$ cat src/rtl/pwm_dual_slope.sv
module pwm_dual_slope #(
  parameter int W = 16
) (
  input  logic         clk,
  input  logic         rst_n,
  input  logic         tick,
  input  logic         wr_en,
  input  logic [1:0]   wr_addr,
  input  logic [W-1:0] wr_data,
  output logic [W-1:0] count,
  output logic         dir_up,
  output logic         pwm_a,
  output logic         pwm_b,
  output logic         zero_flag,
  output logic         ceil_flag
);
  localparam logic [W-1:0] CEIL8   = W'(16'h00FF);
  localparam logic [W-1:0] CEIL9   = W'(16'h01FF);
  localparam logic [W-1:0] CEIL10  = W'(16'h03FF);
  localparam logic [W-1:0] CEILMIN = W'(3);
  localparam logic [W-1:0] ONE     = W'(1);

  logic [4:0]   ctrl;
  logic [W-1:0] period, stage_a, stage_b, act_a, act_b, cnt;
  logic         up, lvl_a, lvl_b, zf, cf;
  logic [W-1:0] ceil_src, ceil, nxt_cnt, thr_a, thr_b;
  logic         nxt_up, turn, load;

  always_comb begin
    case (ctrl[2:0])
      3'd1:    ceil_src = CEIL9;
      3'd2:    ceil_src = CEIL10;
      3'd3:    ceil_src = period;
      3'd4:    ceil_src = act_a;
      default: ceil_src = CEIL8;
    endcase
  end

  assign ceil  = (ceil_src < CEILMIN) ? CEILMIN : ceil_src;
  assign turn  = up && (cnt >= ceil);
  assign load  = tick && turn;
  assign thr_a = load ? stage_a : act_a;
  assign thr_b = load ? stage_b : act_b;

  always_comb begin
    if (up) begin
      nxt_up  = !turn;
      nxt_cnt = turn ? cnt - ONE : cnt + ONE;
    end else if (cnt == '0) begin
      nxt_up  = 1'b1;
      nxt_cnt = ONE;
    end else begin
      nxt_up  = 1'b0;
      nxt_cnt = cnt - ONE;
    end
  end

  function automatic logic next_lvl(input logic [W-1:0] thr, input logic cur,
                                    input logic [W-1:0] top, input logic [W-1:0] c,
                                    input logic rising);
    if (thr == '0)   return 1'b0;
    if (thr >= top)  return 1'b1;
    if (c == thr)    return !rising;
    return cur;
  endfunction

  always_ff @(posedge clk or negedge rst_n) begin
    if (!rst_n) begin
      ctrl    <= '0;
      period  <= '0;
      stage_a <= '0;
      stage_b <= '0;
      act_a   <= '0;
      act_b   <= '0;
      cnt     <= '0;
      up      <= 1'b1;
      lvl_a   <= 1'b0;
      lvl_b   <= 1'b0;
      zf      <= 1'b0;
      cf      <= 1'b0;
    end else begin
      if (wr_en) begin
        case (wr_addr)
          2'd0: ctrl    <= wr_data[4:0];
          2'd1: period  <= wr_data;
          2'd2: stage_a <= wr_data;
          default: stage_b <= wr_data;
        endcase
      end
      zf <= tick && (nxt_cnt == '0);
      cf <= tick && up && !turn && (nxt_cnt == ceil);
      if (tick) begin
        cnt   <= nxt_cnt;
        up    <= nxt_up;
        lvl_a <= next_lvl(thr_a, lvl_a, ceil, nxt_cnt, nxt_up);
        lvl_b <= next_lvl(thr_b, lvl_b, ceil, nxt_cnt, nxt_up);
        if (load) begin
          act_a <= stage_a;
          act_b <= stage_b;
        end
      end
    end
  end

  assign count     = cnt;
  assign dir_up    = up;
  assign pwm_a     = lvl_a ^ ctrl[3];
  assign pwm_b     = lvl_b ^ ctrl[4];
  assign zero_flag = zf;
  assign ceil_flag = cf;

  p_hold_r2: assert property (@(posedge clk) disable iff (!rst_n)
    !tick |=> $stable(count));

  p_step_r2: assert property (@(posedge clk) disable iff (!rst_n)
    tick |=> (count == $past(count) + ONE) || (count == $past(count) - ONE));

  p_bounce_r3: assert property (@(posedge clk) disable iff (!rst_n)
    (tick && !dir_up && count == '0) |=> (dir_up && count == ONE));

  p_min_ceiling_r5: assert property (@(posedge clk) disable iff (!rst_n)
    (tick && dir_up && count < CEILMIN) |=> dir_up);

  p_zero_flag_r10: assert property (@(posedge clk) disable iff (!rst_n)
    zero_flag |-> (count == '0 && !dir_up));

  p_zero_single_r10: assert property (@(posedge clk) disable iff (!rst_n)
    zero_flag |=> !zero_flag);

  p_ceil_flag_r10: assert property (@(posedge clk) disable iff (!rst_n)
    ceil_flag |-> (dir_up && count >= CEILMIN));
endmodule

$ cat config.mk
export PLATFORM = sky130hd
export DESIGN_NAME = pwm_dual_slope
export DESIGN_NICKNAME = d
export VERILOG_FILES = /design/src/rtl/pwm_dual_slope.sv
export SDC_FILE = /design/constraint.sdc
export NUM_CORES = 1
export LEC_CHECK = 0
export BUFFER_PORTS_ARGS = -buffer_cell sky130_fd_sc_hd__buf_2
export CORE_UTILIZATION = 50
export CTS_CLUSTER_SIZE = 10
export DETAILED_ROUTE_END_ITERATION = 7
export PLACE_DENSITY_LB_ADDON = 0.05
export SLEW_MARGIN = 20
export SYNTH_ARGS = -nofsm -noshare
export SYNTH_HDL_FRONTEND = slang
export SYNTH_SLANG_ARGS = --single-unit
$ cat constraint.sdc
create_clock -name clk -period 10.1 [get_ports clk]
set_input_delay 1.01 -clock clk [delete_from_list [all_inputs] [get_ports clk]]
set_output_delay 1.01 -clock clk [all_outputs]
set_load 0.05 [all_outputs]
==> run metrics <==
status complete, no violations; post-synth cell types 68; Final Max Tran Viols 0; largest net degree at the start of global routing 60; Post-synth EDFFs 0; FF-to-FF setup slack 3170 ps; final antenna-violating net count 0; die area 15000 µm²; layout cells sized above 1 26.1%; area of the multi-input gates 4400 µm²; CTS Buf Count 9; row count 43; Post-synth ARST share 100%; Via density 6.47; Synth Net Count 767; area of the core 14000 µm²; synthesized flop and latch total 106; Ant. Diodes 0; Final min period 6930 ps; top-area cell type share of the netlist area 36.2%; final setup vio count 0; Synth area leader dfrtp_1; Starting Density 51.8%; buffer depth of the longest clock path 2; CTS tree done; Post-Syn Area 7270 µm²; Reg clk slew, reported paths 70 ps; Slew @ Worst Pin 1070 ps; Post-DP HPWL 15400 µm; register area share after synthesis 36.5%; cts hold-fix bufs 0; DRC 0; MaxCap Viol Count 0; Worst Setup Start Kind register; RSZ-0062 raised after global routing false; initial drt markers 505; Synth Flop Type dfrtp_1; pre-CTS setup slack 3260 ps; Port Buffers 42; gpl congestion 0.981; register area 2650 µm²; Die W 123 µm; Tot GR Track Use 28.8%; routed vias 5854; H-tree levels 3; Leakage 3.39 nW; dpl cells 889; Clock Tree Root clkbuf_16; hold depth 1; die height 123 µm; Setup CP Type register to register; First-pass DRT Iterations 8; most frequent cell after synthesis mux2_2; setup TNS 0 ps; synth warn 0; Sink Count 106; post-cts gate resize count 0; Max Clk Rate 144 MHz; slack of the critical path 3170 ps; vias in the first global route 5803; arrival time worst endpoint 7160 ps; end of the worst hold path act_b[15]; final worst path period share 68.6%; CP required 10330 ps; first-pass GRT wire length 32400 µm; Mapped Cells 694; peak supply drop 0.000118 V; Post-synth top cells 110 x mux2_2, 105 x dfrtp_1, 51 x ha_1, 27 x nand4_1, 26 x nor2_1; Ports 43; Layout Cells excl Fill 905; post-CTS setup buffers 0; largest cells by area after synthesis dfrtp_1 36%, mux2_2 17%, ha_1 8.8%, xnor2_1 2.9%, xor2_1 2.8%; Max-slew headroom 28.6%; initial antenna violation count 0; crit-path max FO 59; worst-skew pair later-pin latency 360 ps; hold crit path type register to register; power per standard cell area 309 nW/µm²; Register-to-Register Path Depth 27; # fillers 1238; Worst Hold Launch act_b[15]; Final Hold Vio Count 0; mean post-synth cell area 10.5 µm²; Layout area overhead 8.82%; WL final 20300 µm; FF-to-FF Start ctrl[1]; clock skew 8.47 ps; Final nets 793; WL per Instance 22.4 µm; r2r endpoint lvl_a; endpoint class of the critical path register; total gr overflow 0
## cells by family (layout without fill, tap and decap cells)
logic type | Yosys count | count (layout) | share of synthesized area [%]
adder cells (fa/ha/maj) | 51 | 51 | 8.78
flip-flops | 106 | 106 | 36.5
AND/OR/NAND/NOR | 186 | 186 | 14.9
multiplexers | 119 | 119 | 18.3
buffers and inverters | 55 | 86 | 3.05
AO/OA/AOI/OAI | 130 | 130 | 12.8
XOR/XNOR | 47 | 47 | 5.66
## worst max-delay path by stage
stage                       start    end  slack [ps]  depth (start not counted)
after floorplan           ctrl[1]  lvl_a        4150                         27
after global placement    ctrl[0]  lvl_a        3520                         27
after detailed placement  ctrl[1]  lvl_a        3260                         27
after CTS                 ctrl[1]  lvl_a        3220                         27
after global routing      ctrl[1]  lvl_a        2510                         27
final                     ctrl[1]  lvl_a        3170                         27
## per-stage QoR
stage | utilization, % | cell area, µm² | hold slack (ps) | total power [mW]
detailed placement | 54.3 | 7630 | 492 | 2.09
floorplan | - | 7270 | 470 | 1.70
global route | 56.3 | 7910 | 523 | 2.60
global placement | 54.3 | 7630 | 486 | 2.05
CTS | 56.3 | 7910 | 509 | 2.43
finish | 56.3 | 7910 | 505 | 2.44
## cell usage in the layout (no fill, tap or decap), drive strengths merged, types with 8 or more instances in the layout
cell,synthesis,final
mux2,110,110
dfrtp,105,105
ha,51,51
buf,10,50
nand4,27,27
nor2,26,26
a21oi,24,24
xnor2,24,24
xor2,23,23
nand2,22,22
nor3,22,22
inv,20,22
nand3,21,21
o21ai,21,21
a21o,20,20
nor4,20,20
clkbuf,25,11
mux2i,9,9
a22oi,8,8
a211oi,8,8
## flip-flops by register name, summed over array words and instances (netlist names)
name,cells
lvl_b,1
zero_flag,1
stage_b,16
lvl_a,1
period,16
ctrl,5
act_b,16
stage_a,16
ceil_flag,1
dir_up,1
act_a,16
count,16
## cell type report
type                            instances  share of cell area [%]
Multi-Input combinational cell        533                    55.6
Tap cell                              180                    2.85
Inverter                               20                   0.949
Clock inverter                          5                   0.475
Clock buffer                           11                    3.07
Sequential cell                       106                    33.6
Timing Repair Buffer                   50                    3.45
## worst max-delay path, cell delays in order (launching register included)
cell and delay (ps):
dfrtp_1 420, nor2b_1 230, nand2_1 230, o22ai_1 560
o2111ai_1 180, or3_1 350, nor3_1 250, nor2_1 160
ha_1 320, nor2b_1 130, o211a_1 170, o31ai_1 70
buf_4 190, a31oi_4 180, buf_4 590, mux2i_1 390
ha_1 280, nand2b_1 140, a21o_1 170, a21o_1 170
a21o_1 170, a21o_1 170, a21o_1 160, a211o_1 290
a221oi_1 220, o21ai_0 150, nor4b_1 310, a211oi_1 80
## per-layer routing
metal	track usage, %	vias up	part of all wire [%]
met2	47.3	199	48
met1	38.7	2928	45
met5	0	-	0
met4	10.6	0	2.4
met3	3.95	37	4.6
li1	-	2690	-
## power by group
group / leakage [nW] / internal [mW] / total, mW / switching, mW
Sequential: 1.26 / 0.555 / 0.711 / 0.157
Combinational: 2.00 / 0.574 / 1.39 / 0.819
Clock: 0.138 / 0.176 / 0.339 / 0.163
Total: 3.39 / 1.31 / 2.44 / 1.14
(Power assumes the default switching activity.)
